--- src/rtl/tw_pkg.sv ---
`timescale 1ns/1ps
package tw_pkg;
  localparam int          CMD_W      = 8;
  localparam int          ADDR_W     = 5;
  localparam logic [4:0]  BURST_ADDR = 5'h1F;

  typedef struct packed {
    logic              en;    // must be 1 for any write
    logic              ram;   // bank select
    logic [ADDR_W-1:0] addr;
    logic              rd;    // 1 = read
  } cmd_t;

  typedef enum logic [1:0] {
    XF_SINGLE    = 2'd0,
    XF_CLK_BURST = 2'd1,
    XF_RAM_BURST = 2'd2
  } xfer_e;

  typedef enum logic {
    PH_CMD  = 1'b0,
    PH_DATA = 1'b1
  } phase_e;
endpackage

--- src/rtl/tw_edge_det.sv ---
`timescale 1ns/1ps
module tw_edge_det (
  input  logic clk,
  input  logic rst_n,
  input  logic lvl_i,
  output logic rise_o,
  output logic fall_o
);
  logic lvl_q;

  always_ff @(posedge clk or negedge rst_n) begin
    if (!rst_n) lvl_q <= 1'b0;
    else        lvl_q <= lvl_i;
  end

  assign rise_o = lvl_i & ~lvl_q;
  assign fall_o = ~lvl_i & lvl_q;
endmodule

--- src/rtl/tw_cmd_decode.sv ---
`timescale 1ns/1ps
module tw_cmd_decode
  import tw_pkg::*;
(
  input  logic [CMD_W-1:0] raw_i,
  output cmd_t             cmd_o,
  output xfer_e            kind_o
);
  assign cmd_o = '{en: raw_i[7], ram: raw_i[6], addr: raw_i[5:1], rd: raw_i[0]};

  always_comb begin
    if (raw_i[5:1] != BURST_ADDR) kind_o = XF_SINGLE;
    else if (raw_i[6])            kind_o = XF_RAM_BURST;
    else                          kind_o = XF_CLK_BURST;
  end
endmodule

--- src/rtl/tw_rd_select.sv ---
`timescale 1ns/1ps
module tw_rd_select
  import tw_pkg::*;
#(
  parameter int CLK_REGS  = 8,
  parameter int CHG_ADDR  = 8,
  parameter int RAM_BYTES = 31
) (
  input  xfer_e                     kind_i,
  input  cmd_t                      cmd_i,
  input  logic [ADDR_W-1:0]         idx_i,
  input  logic [(CLK_REGS-1)*8-1:0] shadow_i,
  input  logic [7:0]                rd_data_i,
  output logic [ADDR_W-1:0]         rd_addr_o,
  output logic [7:0]                byte_o
);
  localparam int         TIME_REGS = CLK_REGS - 1;
  localparam logic [4:0] CTRL_A    = 5'(CLK_REGS - 1);
  localparam logic [4:0] CHG_A     = 5'(CHG_ADDR);
  localparam logic [4:0] RAM_LAST  = 5'(RAM_BYTES - 1);

  logic [7:0] shadow_byte;

  always_comb begin
    shadow_byte = 8'h00;
    for (int k = 0; k < TIME_REGS; k++)
      if (idx_i == 5'(k)) shadow_byte = shadow_i[k*8 +: 8];
  end

  assign rd_addr_o = (kind_i == XF_SINGLE) ? cmd_i.addr : idx_i;

  always_comb begin
    byte_o = 8'h00;
    unique case (kind_i)
      XF_CLK_BURST: begin
        if (idx_i < CTRL_A)       byte_o = shadow_byte;
        else if (idx_i == CTRL_A) byte_o = rd_data_i;
      end
      XF_RAM_BURST: if (idx_i <= RAM_LAST) byte_o = rd_data_i;
      default: begin
        if (cmd_i.ram ? (cmd_i.addr <= RAM_LAST) : (cmd_i.addr <= CHG_A))
          byte_o = rd_data_i;
      end
    endcase
  end
endmodule

--- src/rtl/tw_serial_regif.sv ---
`timescale 1ns/1ps
module tw_serial_regif
  import tw_pkg::*;
#(
  parameter int CLK_REGS  = 8,
  parameter int CHG_ADDR  = 8,
  parameter int RAM_BYTES = 31
) (
  input  logic                      clk,
  input  logic                      rst_n,
  input  logic                      sel_i,
  input  logic                      sclk_i,
  input  logic                      sdi_i,
  output logic                      sdo_o,
  output logic                      sdo_oe_o,
  output logic                      rd_ram_o,
  output logic [4:0]                rd_addr_o,
  input  logic [7:0]                rd_data_i,
  output logic                      wr_en_o,
  output logic                      wr_ram_o,
  output logic [4:0]                wr_addr_o,
  output logic [7:0]                wr_data_o,
  output logic                      bulk_we_o,
  output logic [CLK_REGS*8-1:0]     bulk_data_o,
  input  logic                      wp_i,
  input  logic [(CLK_REGS-1)*8-1:0] time_i,
  output logic                      snap_o
);
  localparam int         BULK_W   = CLK_REGS * 8;
  localparam int         TIME_W   = (CLK_REGS - 1) * 8;
  localparam logic [4:0] CTRL_A   = 5'(CLK_REGS - 1);
  localparam logic [4:0] CHG_A    = 5'(CHG_ADDR);
  localparam logic [4:0] RAM_LAST = 5'(RAM_BYTES - 1);
  localparam logic [4:0] CLK_LIM  = 5'(CLK_REGS);
  localparam logic [4:0] RAM_LIM  = 5'(RAM_BYTES);

  logic sck_rise, sck_fall;
  tw_edge_det u_edge (.clk(clk), .rst_n(rst_n), .lvl_i(sclk_i), .rise_o(sck_rise), .fall_o(sck_fall));

  phase_e            ph_q, ph_n;
  logic [2:0]        bit_q, bit_n;
  logic [4:0]        idx_q, idx_n;
  logic [7:0]        cmd_raw_q, cmd_raw_n, cmd_shift;
  logic [7:0]        rx_q, rx_n, tx_q, tx_n;
  logic              sdo_q, sdo_n, oe_q, oe_n;
  logic [BULK_W-1:0] wbuf_q, wbuf_n;
  logic [TIME_W-1:0] shadow_q, shadow_n;
  logic              wr_en_q, wr_en_n, wr_ram_q, wr_ram_n;
  logic [4:0]        wr_addr_q, wr_addr_n;
  logic [7:0]        wr_data_q, wr_data_n;
  logic              bulk_q, bulk_n, snap_q, snap_n;

  cmd_t       cur;
  xfer_e      kind;
  logic [4:0] lim;
  logic [7:0] rd_byte;
  logic       single_ok, is_clk_burst_rd;

  tw_cmd_decode u_dec (.raw_i(cmd_raw_q), .cmd_o(cur), .kind_o(kind));

  tw_rd_select #(.CLK_REGS(CLK_REGS), .CHG_ADDR(CHG_ADDR), .RAM_BYTES(RAM_BYTES)) u_rsel (
    .kind_i(kind), .cmd_i(cur), .idx_i(idx_q), .shadow_i(shadow_q),
    .rd_data_i(rd_data_i), .rd_addr_o(rd_addr_o), .byte_o(rd_byte)
  );

  assign cmd_shift       = {sdi_i, cmd_raw_q[7:1]};
  assign is_clk_burst_rd = cmd_shift[0] & ~cmd_shift[6] & (cmd_shift[5:1] == BURST_ADDR);

  always_comb begin
    unique case (kind)
      XF_SINGLE:    lim = 5'd1;
      XF_CLK_BURST: lim = CLK_LIM;
      default:      lim = RAM_LIM;
    endcase
  end

  assign single_ok = cur.en
                   & (cur.ram ? (cur.addr <= RAM_LAST) : (cur.addr <= CHG_A))
                   & (~wp_i | (~cur.ram & (cur.addr == CTRL_A)));

  // next-state process
  always_comb begin
    ph_n = ph_q;  bit_n = bit_q;  idx_n = idx_q;  cmd_raw_n = cmd_raw_q;
    rx_n = rx_q;  tx_n = tx_q;    sdo_n = sdo_q;  oe_n = oe_q;
    wbuf_n = wbuf_q;  shadow_n = shadow_q;
    wr_en_n = 1'b0;   wr_ram_n = wr_ram_q;  wr_addr_n = wr_addr_q;  wr_data_n = wr_data_q;
    bulk_n = 1'b0;    snap_n = 1'b0;
    if (!sel_i) begin
      ph_n = PH_CMD; bit_n = 3'd0; idx_n = 5'd0; cmd_raw_n = 8'h00;
      oe_n = 1'b0;   sdo_n = 1'b0;
    end else if (sck_rise) begin
      oe_n = 1'b0;
      if (ph_q == PH_CMD) begin
        cmd_raw_n = cmd_shift;
        bit_n     = bit_q + 3'd1;
        if (bit_q == 3'd7) begin
          ph_n  = PH_DATA;
          idx_n = 5'd0;
          if (is_clk_burst_rd) begin
            shadow_n = time_i;
            snap_n   = 1'b1;
          end
        end
      end else if (!cur.rd) begin
        rx_n  = {sdi_i, rx_q[7:1]};
        bit_n = bit_q + 3'd1;
        if (bit_q == 3'd7 && idx_q < lim) begin
          idx_n = idx_q + 5'd1;
          unique case (kind)
            XF_SINGLE: if (single_ok) begin
              wr_en_n = 1'b1; wr_ram_n = cur.ram; wr_addr_n = cur.addr; wr_data_n = rx_n;
            end
            XF_RAM_BURST: if (cur.en && !wp_i) begin
              wr_en_n = 1'b1; wr_ram_n = 1'b1; wr_addr_n = idx_q; wr_data_n = rx_n;
            end
            default: begin
              for (int k = 0; k < CLK_REGS; k++)
                if (idx_q == 5'(k)) wbuf_n[k*8 +: 8] = rx_n;
              if (idx_q == CTRL_A && cur.en && !wp_i) bulk_n = 1'b1;
            end
          endcase
        end
      end
    end else if (sck_fall && ph_q == PH_DATA && cur.rd) begin
      oe_n  = 1'b1;
      bit_n = bit_q + 3'd1;
      if (bit_q == 3'd0) begin
        tx_n  = rd_byte;
        sdo_n = rd_byte[0];
      end else begin
        sdo_n = tx_q[bit_q];
      end
      if (bit_q == 3'd7 && kind != XF_SINGLE && idx_q != 5'h1F) idx_n = idx_q + 5'd1;
    end
  end

  // register process
  always_ff @(posedge clk or negedge rst_n) begin
    if (!rst_n) begin
      ph_q <= PH_CMD;  bit_q <= 3'd0;  idx_q <= 5'd0;  cmd_raw_q <= 8'h00;
      rx_q <= 8'h00;   tx_q <= 8'h00;  sdo_q <= 1'b0;  oe_q <= 1'b0;
      wbuf_q <= '0;    shadow_q <= '0;
      wr_en_q <= 1'b0; wr_ram_q <= 1'b0; wr_addr_q <= 5'd0; wr_data_q <= 8'h00;
      bulk_q <= 1'b0;  snap_q <= 1'b0;
    end else begin
      ph_q <= ph_n;    bit_q <= bit_n;  idx_q <= idx_n;  cmd_raw_q <= cmd_raw_n;
      rx_q <= rx_n;    tx_q <= tx_n;    sdo_q <= sdo_n;  oe_q <= oe_n;
      wbuf_q <= wbuf_n; shadow_q <= shadow_n;
      wr_en_q <= wr_en_n; wr_ram_q <= wr_ram_n; wr_addr_q <= wr_addr_n; wr_data_q <= wr_data_n;
      bulk_q <= bulk_n; snap_q <= snap_n;
    end
  end

  assign sdo_o       = sdo_q;
  assign sdo_oe_o    = oe_q;
  assign rd_ram_o    = cur.ram;
  assign wr_en_o     = wr_en_q;
  assign wr_ram_o    = wr_ram_q;
  assign wr_addr_o   = wr_addr_q;
  assign wr_data_o   = wr_data_q;
  assign bulk_we_o   = bulk_q;
  assign bulk_data_o = wbuf_q;
  assign snap_o      = snap_q;
endmodule

--- config.mk ---
export PLATFORM = sky130hd
export DESIGN_NAME = tw_serial_regif
export DESIGN_NICKNAME = d
export VERILOG_FILES = /design/src/rtl/tw_pkg.sv /design/src/rtl/tw_edge_det.sv /design/src/rtl/tw_cmd_decode.sv /design/src/rtl/tw_rd_select.sv /design/src/rtl/tw_serial_regif.sv
export SDC_FILE = /design/constraint.sdc
export NUM_CORES = 1
export LEC_CHECK = 0
export ABC_AREA = 1
export BUFFER_PORTS_ARGS = -buffer_cell sky130_fd_sc_hd__buf_2
export CAP_MARGIN = 10
export CORE_ASPECT_RATIO = 0.5
export CORE_MARGIN = 1.5
export CORE_UTILIZATION = 55
export CTS_BUF_LIST = sky130_fd_sc_hd__clkbuf_8 sky130_fd_sc_hd__clkbuf_16
export DETAILED_ROUTE_END_ITERATION = 10
export PLACE_DENSITY = 0.8
export SYNTH_ARGS = -nofsm -noshare
export SYNTH_HDL_FRONTEND = slang
export SYNTH_SLANG_ARGS = --single-unit
--- constraint.sdc ---
create_clock -name clk -period 3.4 [get_ports clk]
set_clock_uncertainty 0.1 [all_clocks]
set_input_delay 0.68 -clock clk [delete_from_list [all_inputs] [get_ports clk]]
set_output_delay 0.68 -clock clk [all_outputs]
set_load 0.03 [all_outputs]
==> flow_summary.yaml <==
setup_path:
  reg2regPathDepth: 13
  crit_required_ns: 3.64
  r2r-start: "cmd_raw_q[4]"
  critPathCaptureType: "register"
  r2r_setup_slack_ns: 0.55
  crit_type: "register to register"
  crit_arrival_ns: 3.09
  worst-path-max-fanout: 29
  startpoint_type: "register"
  r2r_end: "wr_addr_o[4]"
worst_hold_path:
  hold_class: "primary input to async pin"
finish:
  synthToLayoutAreaGrowth_pct: 19.3
  fillerInstances: 1145
  final_nets: 1159
  final_cell_mix: "nand2_1 (316), dfrtp_1 (172), buf_2 (157)"
  antennaDiodeCount: 0
  multi_input_area_sq_um: 2980
  drive_above_1_share_pct: 21.8
  layout_commonest_cell: "nand2_1"
  seq_area_sq_um: 4300
floorplanning:
  die_h_um: 87.7
  dieArea_sq_um: 15100
  die_x_um: 172
  core_sq_um: 13800
  start_util_pct: 57.3
  rows: 30
  io_pins: 159
timing:
  setup_viol: 0
  slew_headroom_pct: 45.3
  tightest_slew_ns: 0.821
  min_period_ns: 2.85
  setup_tns_ns: 0
  hold_violations: 0
  period_share_pct: 83.8
  rsz0062_at_grt: "no"
  drv_slew: 0
  setup_slack_ns: 0.551
  fmax_mhz: 351
clocking:
  cts.clk_slew.worst_paths_ns: 0.07
  clock_path_buffers: 2
  h-tree-depth: 4
  clock-sinks: 172
  cts_tree: "done"
  postCtsSetupBuffers: 0
  cts_resized: 0
  cts_buffers: 17
  clk_latency_ns: 0.42
  hold_buffers: 0
  cts-root-buf: "clkbuf_16"
route:
  drc: 0
  routed_wl_mm: 19.2
  ant_nets: 0
  num_vias: 6758
  drt_iter0_markers: 457
  via_per_inst: 5.27
  firstDrtPassIters: 5
  wl_per_cell_um: 15.0
synthesis:
  syn-cell-area_sq_um: 7900
  synth-async-reset-ratio_pct: 100
  syn-num-nets: 1007
  ys.flop_type: "dfrtp_1"
  ys_warn_count: 0
  ys_ff_latch: 172
  ys_seq_area_share_pct: 54.5
  synth_cell_types: 36
  syn_inst: 925
  synth_area_per_cell_sq_um: 8.54
  synth-edff-count: 0
outcome:
  outcome: "finished clean"
flow_run:
  max_cap_violations: 0
global_routing:
  antenna_found_initial: 0
  grt_use_total_pct: 26.8
  grt_max_degree: 88
  grt_pass1_wl_mm: 31.3
  grt-ovfl-total: 0
  grt_pass1_vias: 6394
pwr:
  power.density_nw_per_um2: 475
  p_leak_uw: 0.00506
  ir_drop_mv: 0.263
place:
  hpwl_mm: 13.5
  gp_congestion: 0.902
  portBuffers: 158
  pre_cts_slack_ns: 0.641
==> sequential cells by signal, summed over array words and instances, names as in the netlist <==
signal        cells
bulk_we_o         1
shadow_q         56
bulk_data_o      64
idx_q             5
sdo_o             1
sdo_oe_o          1
cmd_raw_q         8
ph_q              1
u_edge.lvl_q      1
wr_addr_o         5
wr_en_o           1
bit_q             3
tx_q              8
wr_ram_o          1
rx_q              7
snap_o            1
wr_data_o         8
==> stage by stage <==
step           hold slack, ns  utilization [%]  std cells  cell area [sq um]  total power (uW)
2_1_floorplan           0.284                -        925               7900              2330
3_3_place_gp            0.361             63.9       1250               8800              2500
3_5_place_dp            0.360             63.9       1250               8800              2510
4_1_cts                0.0789             68.4       1282               9420              4490
5_1_grt                0.0818             68.4       1282               9420              4650
6_report               0.0709             68.4       1282               9420              4470
==> routing by layer <==
| layer | part of all wire [%] | routed length (um) | track usage [%] |
|---|---|---|---|
| met5 | 0 | 0 | 0 |
| met4 | 1.3 | 246 | 8.14 |
| met3 | 5.5 | 1050 | 4.52 |
| met2 | 46 | 8920 | 43.9 |
| met1 | 47 | 9010 | 37.0 |
==> worst max path at each step <==
stage | startpoint | to | cells after the start
2_1_floorplan | cmd_raw_q[3] | bulk_data_o[23] | 14
3_3_place_gp | cmd_raw_q[3] | wr_data_o[0] | 12
3_5_place_dp | cmd_raw_q[4] | wr_addr_o[4] | 12
4_1_cts | cmd_raw_q[4] | wr_addr_o[4] | 13
5_1_grt | cmd_raw_q[4] | wr_addr_o[4] | 13
6_report | cmd_raw_q[4] | wr_addr_o[4] | 13
==> Yosys cell counts (3+ instances only) <==
master	n	area share, %
clkbuf_1	14	0.67
nand3_1	21	1.3
o211ai_1	14	1.3
nand2_1	316	15
ha_1	12	1.9
inv_2	11	0.52
buf_2	7	0.44
o21ai_1	71	4.5
nand2_4	7	1.0
nor2_4	4	0.57
o22ai_1	8	0.63
nor2_1	17	0.81
a21oi_1	32	2.0
nor3_1	3	0.19
buf_6	9	1.3
nand2_2	4	0.32
dfrtp_1	172	54
nand4_1	7	0.55
o21ai_2	8	0.89
nor4_1	3	0.24
clkinv_1	3	0.14
inv_1	95	4.5
o21ai_0	71	4.5
==> where the power goes <==
part | internal, uW | switching (uW)
clock | 1070 | 934
sequential | 2060 | 18.6
combinational | 130 | 269
total | 3250 | 1220
==> worst max-delay path: stages (launching register included) <==
cell	delay, ns
dfrtp_1	0.38
nand2_1	0.07
inv_2	0.06
nand3_2	0.09
nor2_4	0.18
nand2_2	0.16
ha_1	0.35
nand2_1	0.09
inv_1	0.07
nand4_1	0.17
nand4_4	0.15
or2_1	0.66
nand2_1	0.11
o21ai_1	0.12
==> area by class of cell <==
cell class	count	share of cell area, %
Tap cell	192	2.55
Timing Repair Buffer	165	9.15
Sequential cell	172	45.7
Clock buffer	17	4.52
Clock inverter	15	2.11
Multi-Input combinational cell	612	31.6
Inverter	109	4.34
==> cell families after synthesis <==
family | count (synthesis) | share of synthesized area (%)
AOI/OAI and AO/OA | 209 | 14.4
and+or+nand+nor | 390 | 21.3
xor gates and xnor gates | 1 | 0.111
adders and majority gates | 12 | 1.90
buffers and inverters | 141 | 7.76
DFF | 172 | 54.5
Note: power is estimated with default switching activity, not from simulation.
